**config.mk**
```make
export PLATFORM = sky130hd
export DESIGN_NAME = rst_call_seq
export DESIGN_NICKNAME = d
export VERILOG_FILES = /design/src/rtl/rsq_pkg.sv /design/src/rtl/rsq_cyc_timer.sv /design/src/rtl/rsq_decode.sv /design/src/rtl/rsq_stack_port.sv /design/src/rtl/rst_call_seq.sv
export SDC_FILE = /design/constraint.sdc
export NUM_CORES = 1
export LEC_CHECK = 0
export BUFFER_PORTS_ARGS = -buffer_cell sky130_fd_sc_hd__buf_2
export CORE_AREA = 2 2 68 70
export DETAILED_ROUTE_END_ITERATION = 10
export DIE_AREA = 0 0 70 72
export GPL_TIMING_DRIVEN = 0
export PLACE_DENSITY = 0.92
export SLEW_MARGIN = 10
export SYNTH_ARGS = -nofsm -noshare
export SYNTH_HDL_FRONTEND = slang
export SYNTH_SLANG_ARGS = --single-unit
export TNS_END_PERCENT = 1
```
**constraint.sdc**
```tcl
create_clock -name clk -period 2.4 [get_ports clk]
set_input_delay 0.24 -clock clk [delete_from_list [all_inputs] [get_ports clk]]
set_output_delay 0.24 -clock clk [all_outputs]
set_load 0.01 [all_outputs]
```
**src/rtl/rsq_pkg.sv**
```systemverilog
package rsq_pkg;
  localparam int BYTE_W = 8;
  localparam int WORD_W = 2 * BYTE_W;

  typedef enum logic [2:0] {
    S_IDLE, S_FETCH, S_PUSH_HI, S_PUSH_LO, S_DONE, S_ERR
  } rsq_state_e;

  function automatic logic rsq_is_restart(input logic [BYTE_W-1:0] op);
    return (op[7:6] == 2'b11) && (op[2:0] == 3'b111);
  endfunction

  function automatic logic [WORD_W-1:0] rsq_target(input logic [BYTE_W-1:0] op);
    return {{(WORD_W-6){1'b0}}, op[5:3], 3'b000};
  endfunction

  function automatic logic [WORD_W-1:0] rsq_pre_dec(input logic [WORD_W-1:0] sp,
                                                    input logic [1:0] steps);
    return sp - {{(WORD_W-2){1'b0}}, steps};
  endfunction
endpackage

```
**src/rtl/rsq_cyc_timer.sv**
```systemverilog
module rsq_cyc_timer #(
  parameter int CYC_CLKS = 3
) (
  input  logic clk,
  input  logic rst_n,
  input  logic run,
  output logic last
);
  localparam int CW = (CYC_CLKS > 1) ? $clog2(CYC_CLKS) : 1;
  localparam logic [CW-1:0] LAST_CNT = CW'(CYC_CLKS - 1);

  logic [CW-1:0] cnt;

  assign last = run && (cnt == LAST_CNT);

  always_ff @(posedge clk) begin
    if (!rst_n || !run || last) cnt <= '0;
    else                        cnt <= cnt + 1'b1;
  end
endmodule

```
**src/rtl/rsq_decode.sv**
```systemverilog
module rsq_decode
  import rsq_pkg::*;
(
  input  logic [BYTE_W-1:0] op,
  output logic              ok,
  output logic [WORD_W-1:0] target
);
  assign ok     = rsq_is_restart(op);
  assign target = rsq_target(op);
endmodule

```
**src/rtl/rsq_stack_port.sv**
```systemverilog
module rsq_stack_port
  import rsq_pkg::*;
(
  input  rsq_state_e        state,
  input  logic              cyc_last,
  input  logic [WORD_W-1:0] sp,
  input  logic [WORD_W-1:0] ret,
  output logic [WORD_W-1:0] addr,
  output logic [BYTE_W-1:0] data,
  output logic              we
);
  logic hi_cyc, lo_cyc;
  assign hi_cyc = (state == S_PUSH_HI);
  assign lo_cyc = (state == S_PUSH_LO);

  always_comb begin
    if (hi_cyc) begin
      addr = rsq_pre_dec(sp, 2'd1);
      data = ret[WORD_W-1:BYTE_W];
    end else begin
      addr = rsq_pre_dec(sp, 2'd2);
      data = ret[BYTE_W-1:0];
    end
  end

  assign we = (hi_cyc || lo_cyc) && cyc_last;
endmodule

```
**src/rtl/rst_call_seq.sv**
```systemverilog
module rst_call_seq
  import rsq_pkg::*;
#(
  parameter int CYC_CLKS = 3
) (
  input  logic              clk,
  input  logic              rst_n,
  input  logic              start_i,
  input  logic [WORD_W-1:0] ret_addr_i,
  input  logic [BYTE_W-1:0] data_bus_i,
  input  logic [WORD_W-1:0] sp_i,
  output logic              ack_o,
  output logic [WORD_W-1:0] stk_addr_o,
  output logic [BYTE_W-1:0] stk_data_o,
  output logic              stk_we_o,
  output logic [WORD_W-1:0] pc_o,
  output logic              done_o,
  output logic              err_o
);
  rsq_state_e state, state_nx;
  logic [WORD_W-1:0] ret_r, sp_r, pc_r;

  // named internal events
  logic in_cycle, cyc_last, fetch_last, op_ok, accept;
  logic [WORD_W-1:0] op_target;

  assign in_cycle   = (state == S_FETCH) || (state == S_PUSH_HI) || (state == S_PUSH_LO);
  assign accept     = (state == S_IDLE) && start_i;
  assign fetch_last = (state == S_FETCH) && cyc_last;

  rsq_cyc_timer #(.CYC_CLKS(CYC_CLKS)) u_timer (
    .clk(clk), .rst_n(rst_n), .run(in_cycle), .last(cyc_last)
  );

  rsq_decode u_dec (
    .op(data_bus_i), .ok(op_ok), .target(op_target)
  );

  rsq_stack_port u_stk (
    .state(state), .cyc_last(cyc_last), .sp(sp_r), .ret(ret_r),
    .addr(stk_addr_o), .data(stk_data_o), .we(stk_we_o)
  );

  always_comb begin
    state_nx = state;
    unique case (state)
      S_IDLE:    if (start_i)  state_nx = S_FETCH;
      S_FETCH:   if (cyc_last) state_nx = op_ok ? S_PUSH_HI : S_ERR;
      S_PUSH_HI: if (cyc_last) state_nx = S_PUSH_LO;
      S_PUSH_LO: if (cyc_last) state_nx = S_DONE;
      S_DONE:    state_nx = S_IDLE;
      S_ERR:     state_nx = S_IDLE;
      default:   state_nx = S_IDLE;
    endcase
  end

  always_ff @(posedge clk) begin
    if (!rst_n) begin
      state <= S_IDLE;
      ret_r <= '0;
      sp_r  <= '0;
      pc_r  <= '0;
    end else begin
      state <= state_nx;
      if (accept) begin
        ret_r <= ret_addr_i;
        sp_r  <= sp_i;
      end
      if (fetch_last && op_ok) pc_r <= op_target;
    end
  end

  assign ack_o  = (state == S_FETCH);
  assign done_o = (state == S_DONE);
  assign err_o  = (state == S_ERR);
  assign pc_o   = pc_r;
endmodule

```
==> results of run 1 <==
-- power breakdown --
group          switching (mW)  total (mW)  leakage (nW)  internal, mW
sequential             0.0277       0.728         0.327         0.700
clock                   0.220       0.455        0.0455         0.235
combinational           0.219       0.411         0.952         0.191
total                   0.467        1.59          1.33          1.13
-- worst reg2reg max path: cells and delay by family (launching register included) --
family | cells | cell delay [ps]
DFF | 1 | 380
buffers and inverters | 2 | 700
AOI/OAI and AO/OA | 1 | 190
and+or+nand+nor | 3 | 460
-- synthesized netlist by cell type (all sizes together) (3+ instances only) --
master  number  area share [%]
xnor2        5             2.0
mux2         8             4.1
inv          6             1.0
nand2       73              13
ha           4             2.3
xor2        10             4.0
buf         16             5.3
dfxtp       40              37
a21boi      34              12
clkbuf      12             2.1
nor2        11             1.9
or3          3            0.86
nor4         3             1.1
nand2b       4             1.5
nor3         4             1.1
mux2i        6             2.8
-- layer usage --
metal,vias to the layer above,wire length (um)
met5,-,0
met4,0,63
met3,6,230
met2,50,2490
met1,887,2100
li1,1031,-
-- sequential cells by signal, summed over array words and instances, names as in the netlist --
name	flops
ret_r	16
sp_r	16
pc_o	3
state	3
u_timer.cnt	2
-- logic make-up after synthesis --
logic type / count (synthesis)
xor gates and xnor gates: 15
muxes: 14
buffers and inverters: 34
and+or+nand+nor: 113
adders and majority gates: 4
DFF: 40
other: 1
AOI/OAI and AO/OA: 42
-- cell type report --
cell class	instances	share of cell area (%)
multi-input combinational	201	45.3
sequential	40	28.9
timing repair buffer	75	13.7
buffer	28	5.77
clock buffer	8	3.25
tap	52	2.34
inverter	6	0.812
-- final timing paths --
path | depth (start not counted) | slack (ps) | start | to
setup reg to reg | 6 | 600 | state[1] | ret_r[14]
hold / removal | 3 | 200 | sp_i[4] | sp_r[4]
setup / recovery | 5 | 120 | sp_r[3] | stk_addr_o[14]
hold reg to reg | 1 | 440 | u_timer.cnt[0] | u_timer.cnt[0]
-- metrics by stage --
| step | area (um2) | instances | utilization, % | power [mW] |
|---|---|---|---|---|
| after floorplan | 2230 | 275 | - | 1.01 |
| after global placement | 2660 | 400 | 62.3 | 1.14 |
| after detailed placement | 2660 | 400 | 62.3 | 1.15 |
| after CTS | 2760 | 408 | 64.7 | 1.61 |
| after global routing | 2780 | 410 | 65.1 | 1.68 |
| final | 2780 | 410 | 65.1 | 1.59 |
-- what timing repair did --
item / 4_1_cts / 5_1_grt
setup buffers: 0 / 2
endpoints found under the setup margin: 6 / 8
hold endpoints to repair: 0 / 0
resized for setup: 2 / 1
pin swaps: 0 / 1
==> results.cfg, run 1 <==
[sta]
finalMaxSlewViolations = 0
skew_ps = 5.51
fmax_ghz = 0.439
whs_ps = 196
tightest_slew_ps = 521
period_minus_slack_ps = 2280
setup_ws_ps = 124
tns_ps = 0
post-route-period-util_pct = 94.8
setup_viol = 0
finalHoldViolCount = 0
grt_setup_unrepaired = false
slew_headroom_pct = 65.2

[grt]
grt_pass1_vias = 1890
grt.met1_usage_pct = 24.2
overflow = 0
track_usage_pct = 19.6
grt_pass1_wl_um = 8140
busiest_layer = met2
gr-usage-met2_pct = 34.8
grt_max_degree = 12
met3_usage_pct = 3.19
antenna_found_initial = 0

[logic_synthesis]
yosys.area_share.xor_xnor_pct = 6.02
synth_mux_area_share_pct = 6.88
ys_ff_latch = 40
synth-simple-area-share_pct = 25.4
synth_cells = 263
synth_top_family_by_area = simple AND/OR/NAND/NOR gates
postSynthAreaPerCell_um2 = 8.30
synth_edf_count = 0
synth_fa_ha_area_share_pct = 2.29
synth.distinct_cells = 40
yosysWarningCount = 0
yosysSeqAreaShare_pct = 36.7
syn_area_um2 = 2180
async_flop_share_pct = 0
ys.flop_type = dfxtp_1
synth_compound_area_share_pct = 14.2

[drt]
drc_errors = 0
vias = 1974
final_antenna_net_count = 0
finalWirelength_um = 4880
drt_pass1_iterations = 4
via_per_inst = 4.81
routedWlPerCell_um = 11.9
drtIter0Drc = 63

[cells_and_area]
drive_gt1_share_pct = 31.6
diodes = 0
area.sequential_um2 = 801
area_growth_pct = 27.2
final_common_cell = buf_2
multi_input_area_um2 = 1260
nets = 404
n_fill_cell = 385
mostFrequentLayoutCells = buf_2 (75), nand2_1 (73), dfxtp_1 (40)

[placed_design]
dp_hpwl_um = 3710
place_ws_ps = 203
gp_congestion = 0.824
port_buffers = 73

[critical_path]
start_kind = flip-flop
required_ps = 2160
cp-end-kind = output port
worstSetupPathType = reg2out
cp_max_fo = 6
slowest_stage = or4_4
worstPathCellList = or4_4 -> nand2b_4 -> nor3_1 -> xor2_1 -> buf_2
path_buf_inv = 1
crit_arrival_ps = 2040
max_stage_delay_ps = 570
critical-path-top-delay-family = simple AND/OR/NAND/NOR gates

[clock_network]
path_clk_slew_ps = 80
clk_latency_ps = 280
postCtsHoldBufs = 0
cts_buffers = 5
cts_tree = yes
htree_levels = 2
clock-root-buffer = clkbuf_8
cts_num_sinks = 40
cts_buffer_depth = 2

[die]
die_x_um = 70
die-area_um2 = 5040
die_h_um = 72
rows = 24
fp.coreArea_um2 = 4260
initial_core_util_pct = 51.2
io_pins = 87

[flow_run]
cap_violations = 0

[power_and_ir_drop]
ir_drop_v = 0.000357
power_density_nw_per_um2 = 574
p_leak_nw = 1.33

[outcome]
status = finished, final reports clean

[worst_hold_path]
hold_class = in2reg
Note: power is estimated with default switching activity, not from simulation.
==> inputs of run 2 (changes only) <==
Settings changed: CORE_AREA 2 2 68 70 to 2 2 75 77, DIE_AREA 0 0 70 72 to 0 0 77 79, SETUP_SLACK_MARGIN set to 0.15, SLEW_MARGIN 10 to not set, SYNTH_HIERARCHICAL set to 1.
==> run 2 against run 1 <==
Net effect:
- the run now ends with setup timing left
- routed wire length is 26% higher
- clock power increased by 38%
- design area up 29%
- cell count rose by 21%
- global-route usage up 0.64 points
- synthesized cell count up 21%
- worst setup slack worse by 170 ps
- register-to-register slack lost 150 ps
- non-clock buffer count is 16 higher
- clock-buffer cell count down 2
- critical path depth stayed put
==> results.cfg, run 2 <==
[outcome]
status = complete, but fails checks
failed_checks = setup timing

[cells_and_area]
diodes = 0
design_area_um2 = 3570
area_growth_pct = 27.4
final_common_cell = nand2_1
drive_gt1_share_pct = 40.4
nets = 469
multi_input_area_um2 = 1610
final_util_pct = 66.9
area.sequential_um2 = 1070
mostFrequentLayoutCells = nand2_1 (90), buf_2 (88), dfxtp_1 (49)
n_fill_cell = 439

[critical_path]
cp-end-kind = output port
cp_max_fo = 3
worstSetupPathType = reg2out
crit_arrival_ps = 2210
required_ps = 2160
start_kind = flip-flop

[power_and_ir_drop]
ir_drop_v = 0.000325
seqPwrFrac_pct = 47.1
sw_frac_of_total_pct = 27.2
internal-power_mw = 1.46
power_density_nw_per_um2 = 563
p_clk_share_pct = 31.2
fin_total_pwr_mw = 2.01
p_leak_nw = 1.62
power_switching_uw = 546
comb_power_share_pct = 21.7

[logic_synthesis]
yosysTopAreaCell = dfxtp_1
ys_top_cells_by_count = nand2_1 (90), dfxtp_1 (53), a21boi_1 (20)
yosysWarningCount = 6
yosysSeqAreaShare_pct = 37.9
synth_cells = 319
synth_area_leaders = dfxtp_1 (38%), nand2_1 (12%), mux2i_1 (6.8%), a21boi_1 (5.4%), buf_4 (4.6%)
postSynthAreaPerCell_um2 = 8.79
async_flop_share_pct = 0
synth_edf_count = 0
synth.distinct_cells = 39
ys.flop_type = dfxtp_1
yosysMostFrequentCell = nand2_1
synth_top_cell_area_share_pct = 37.9
syn_area_um2 = 2800
ys_ff_latch = 53

[drt]
drtIter0Drc = 89
final_antenna_net_count = 0
via_per_inst = 4.87
finalWirelength_um = 6140
vias = 2409
drc_errors = 0
routedWlPerCell_um = 12.4
drt_pass1_iterations = 4

[clock_network]
clk_latency_ps = 300
clock-root-buffer = clkbuf_8
postCtsHoldBufs = 0
cts_tree = yes
htree_levels = 2
path_clk_slew_ps = 100
cts_buffer_depth = 2
cts_buffers = 5
cts_num_sinks = 53

[die]
rows = 27
fp.coreArea_um2 = 5340
initial_core_util_pct = 52.5
io_pins = 87
die_x_um = 77
die-area_um2 = 6080
die_h_um = 79

[sta]
skew_ps = 5.59
whs_ps = 163
post-route-period-util_pct = 102
finalMaxSlewViolations = 0
finalHoldViolCount = 0
grt_setup_unrepaired = true
fmax_ghz = 0.408
setup_ws_ps = -50.2
setup_viol = 4
period_minus_slack_ps = 2450

[placed_design]
port_buffers = 83
dpl_cell_area_um2 = 3350
gp_congestion = 0.848
dp_hpwl_um = 4590

[grt]
grt_pass1_wl_um = 9960
overflow = 0
grt_max_degree = 17
antenna_found_initial = 0
track_usage_pct = 20.3
grt_pass1_vias = 2277

[flow_run]
cap_violations = 0

[worst_hold_path]
hold_class = in2reg
==> run 2: cell count changes after synthesis, sizes merged, moves of 3 or more <==
cell    change
nand2b      -3
nand2      +27
buf        +11
mux2i      +13
nor3        +3
nor2        -4
dfxtp      +13
clkbuf      -4
==> run 2: through the flow <==
step	worst slack [ps]	cells	setup TNS, ps
final	-50.2	495	-94.5
after CTS	-23.9	495	-84.1
after detailed placement	-23.2	486	-23.2
after global routing	-151	495	-532
after global placement	184	486	0
after floorplan	382	331	0
==> run 2: path summary, 6_finish.rpt <==
kind / start / to / slack (ps) / cells after the start
hold reg to reg: pc_o[0] / pc_o[0] / 460 / 2
hold / removal: sp_i[2] / sp_r[2] / 160 / 3
setup reg to reg: state[1] / pc_o[5] / 450 / 9
setup / recovery: sp_r[7] / stk_addr_o[13] / -50 / 5
==> run 2: area by class of cell <==
cell class	count	area share, %
tap	72	2.52
inverter	4	0.421
buffer	35	6.80
multi-input combinational	239	45.2
timing repair buffer	84	11.8
sequential	53	29.9
clock buffer	6	2.31
clock inverter	2	1.05
==> run 2: per-layer routing <==
layer	vias to the layer above	part of all wire (%)	track usage, %
met4	0	1.1	6.43
met2	77	50	37.2
met3	8	6.6	5.57
met5	-	0	0
li1	1232	-	-
met1	1092	42	22.9
==> run 2: logic make-up after synthesis <==
logic type | count (synthesis) | synth area share, %
other | 1 | 0.134
AO/OA/AOI/OAI | 38 | 11.3
multiplexers | 28 | 10.4
flip-flops | 53 | 37.9
buffers and inverters | 39 | 9.06
AND/OR/NAND/NOR | 141 | 24.7
adder cells (fa/ha/maj) | 4 | 1.79
XOR/XNOR | 15 | 4.69
==> run 2: power by group through the flow <==
stage	logic (mW)	registers (mW)	clock network [mW]
floorplan	0.273	0.955	0
global placement	0.392	0.960	0
detailed placement	0.403	0.963	0
CTS	0.427	0.945	0.645
global route	0.477	0.950	0.675
finish	0.436	0.946	0.627
==> run 2: worst max-delay path: stages (launching register included) <==
cell and delay, ps:
dfxtp_2 340, or4_4 540, or4_4 480, nor4_4 180
xor2_1 210, buf_2 160
==> run 2: what timing repair did <==
item	4_1_cts	5_1_grt
resized for setup	14	6
buffers inserted	1	0
pin swaps	3	3
setup endpoints to repair	20	18
==> inputs of run 3 (changes only) <==
Settings changed: RECOVER_POWER set to 50.
==> run 3 against run 2 <==
Net effect:
- the run still ends with setup timing left
- utilization fell by 1.1 points
- via count barely moved
- routed wire length rose by 1.2%
- sequential cell count did not move
- cell count did not move
- critical path depth did not move
- clock power barely moved
- non-clock buffer count did not move
- register-to-register slack got worse by 220 ps
- largest cell class unchanged
==> results.cfg, run 3 (same netlist as run 2, synthesis figures left out) <==
[outcome]
status = complete, but fails checks
failed_checks = setup timing

[critical_path]
start_kind = flip-flop
required_ps = 2160
crit_arrival_ps = 2210
worstSetupPathType = reg2out
worstRegToRegCells = 9
cp_max_fo = 3
r2r-end = pc_o[5]
r2r_start = state[1]
cp-end-kind = output port
r2r_slack_ps = 230

[cells_and_area]
diodes = 0
final_util_pct = 65.8
mostFrequentLayoutCells = nand2_1 (90), buf_2 (66), dfxtp_1 (49)
final_common_cell = nand2_1
nets = 469
area_growth_pct = 25.4
n_fill_cell = 459
drive_gt1_share_pct = 34.0

[power_and_ir_drop]
seqPwrFrac_pct = 47.3
p_clk_share_pct = 31.3
internal-power_mw = 1.46
sw_frac_of_total_pct = 27.2
p_leak_nw = 1.51
power_density_nw_per_um2 = 569
power_switching_uw = 544
ir_drop_v = 0.000323
comb_power_share_pct = 21.4

[die]
initial_core_util_pct = 52.5
die_x_um = 77
io_pins = 87
die-area_um2 = 6080
die_h_um = 79
rows = 27
fp.coreArea_um2 = 5340

[worst_hold_path]
holdCritStartpoint = ret_addr_i[1]
holdPathStages = 3
hold_class = in2reg
hold_end = ret_r[1]

[grt]
grt_pass1_vias = 2277
overflow = 0
grt_max_degree = 17
track_usage_pct = 20.3
grt_pass1_wl_um = 9960
antenna_found_initial = 0

[placed_design]
dp_hpwl_um = 4590
gp_congestion = 0.848
port_buffers = 83

[clock_network]
cts_num_sinks = 53
htree_levels = 2
clock-root-buffer = clkbuf_8
path_clk_slew_ps = 100
clk_latency_ps = 300
cts_tree = yes
cts_buffers = 5
cts_buffer_depth = 2

[sta]
post-route-period-util_pct = 102
whs_ps = 174
setup_viol = 4
skew_ps = 6.15
finalMaxSlewViolations = 0
fmax_ghz = 0.408
period_minus_slack_ps = 2450
tightest_slew_ps = 749
slew_headroom_pct = 49.4
setup_ws_ps = -50.1
grt_setup_unrepaired = true
finalHoldViolCount = 0

[drt]
final_antenna_net_count = 0
drtIter0Drc = 87
vias = 2408
finalWirelength_um = 6210
via_per_inst = 4.86
routedWlPerCell_um = 12.5
drc_errors = 0
drt_pass1_iterations = 4

[flow_run]
cap_violations = 0
run 3: changes by cell type in the layout (fill, tap and decap cells not counted), moves of 12 or more:
cell,previous run,this run
a21boi_0,2,16
clkbuf_1,7,31
a21boi_1,21,9
buf_2,88,66
run 3: layout make-up:
cell class	instances	area (um2)	share of cell area, %
buffer	35	223	6.34
clock buffer	6	82.6	2.35
clock inverter	2	37.5	1.07
inverter	4	15.0	0.427
multi-input combinational	239	1600	45.5
sequential	53	1070	30.3
tap	72	90.1	2.56
timing repair buffer	84	400	11.4
run 3: layer usage:
| metal | global-route usage [%] | up-vias | share of wire, % |
|---|---|---|---|
| met5 | 0 | - | 0 |
| met3 | 5.57 | 12 | 6.3 |
| met4 | 6.43 | 0 | 1.3 |
| li1 | - | 1228 | - |
| met1 | 22.9 | 1086 | 42 |
| met2 | 37.2 | 82 | 50 |
run 3: critical path, cell delays in order (launching register included):
cell and delay (ps):
dfxtp_2 340, or4_4 540, or4_4 480, nor4_4 180, xor2_1 210, buf_2 160
run 3: power by group through the flow:
stage               Sequential (mW)  Clock (mW)  Combinational (mW)
detailed placement            0.963           0               0.403
global route                  0.950       0.675               0.468
finish                        0.946       0.625               0.427
CTS                           0.945       0.645               0.427
global placement              0.960           0               0.392
floorplan                     0.955           0               0.273
run 3: worst max path at each step:
| stage | startpoint | endpoint | slack (ps) | cells past startpoint |
|---|---|---|---|---|
| 2_1_floorplan | sp_r[7] | stk_addr_o[15] | 380 | 4 |
| 3_3_place_gp | state[2] | stk_data_o[1] | 180 | 4 |
| 3_5_place_dp | state[2] | stk_addr_o[14] | -20 | 5 |
| 4_1_cts | sp_r[7] | stk_addr_o[14] | -20 | 5 |
| 5_1_grt | sp_r[7] | stk_addr_o[13] | -150 | 5 |
| 6_report | sp_r[7] | stk_addr_o[13] | -50 | 5 |
run 3: timing repair:
action | CTS | global route
pin swaps | 3 | 3
gates resized for setup | 14 | 6
cloned | 0 | 0
setup endpoints to repair | 20 | 18
setup buffers | 1 | 0
hold buffers | 0 | 0
run 3: through the flow:
step                      TNS (ps)  setup WS [ps]  instance area (um2)  instances  power, mW
after floorplan                  0            382                 2850        331       1.23
after global placement           0            184                 3350        486       1.35
after detailed placement     -23.2          -23.2                 3350        486       1.37
after CTS                    -84.1          -23.9                 3540        495       2.02
after global routing          -560           -151                 3510        495       2.09
final                        -98.8          -50.1                 3510        495       2.00
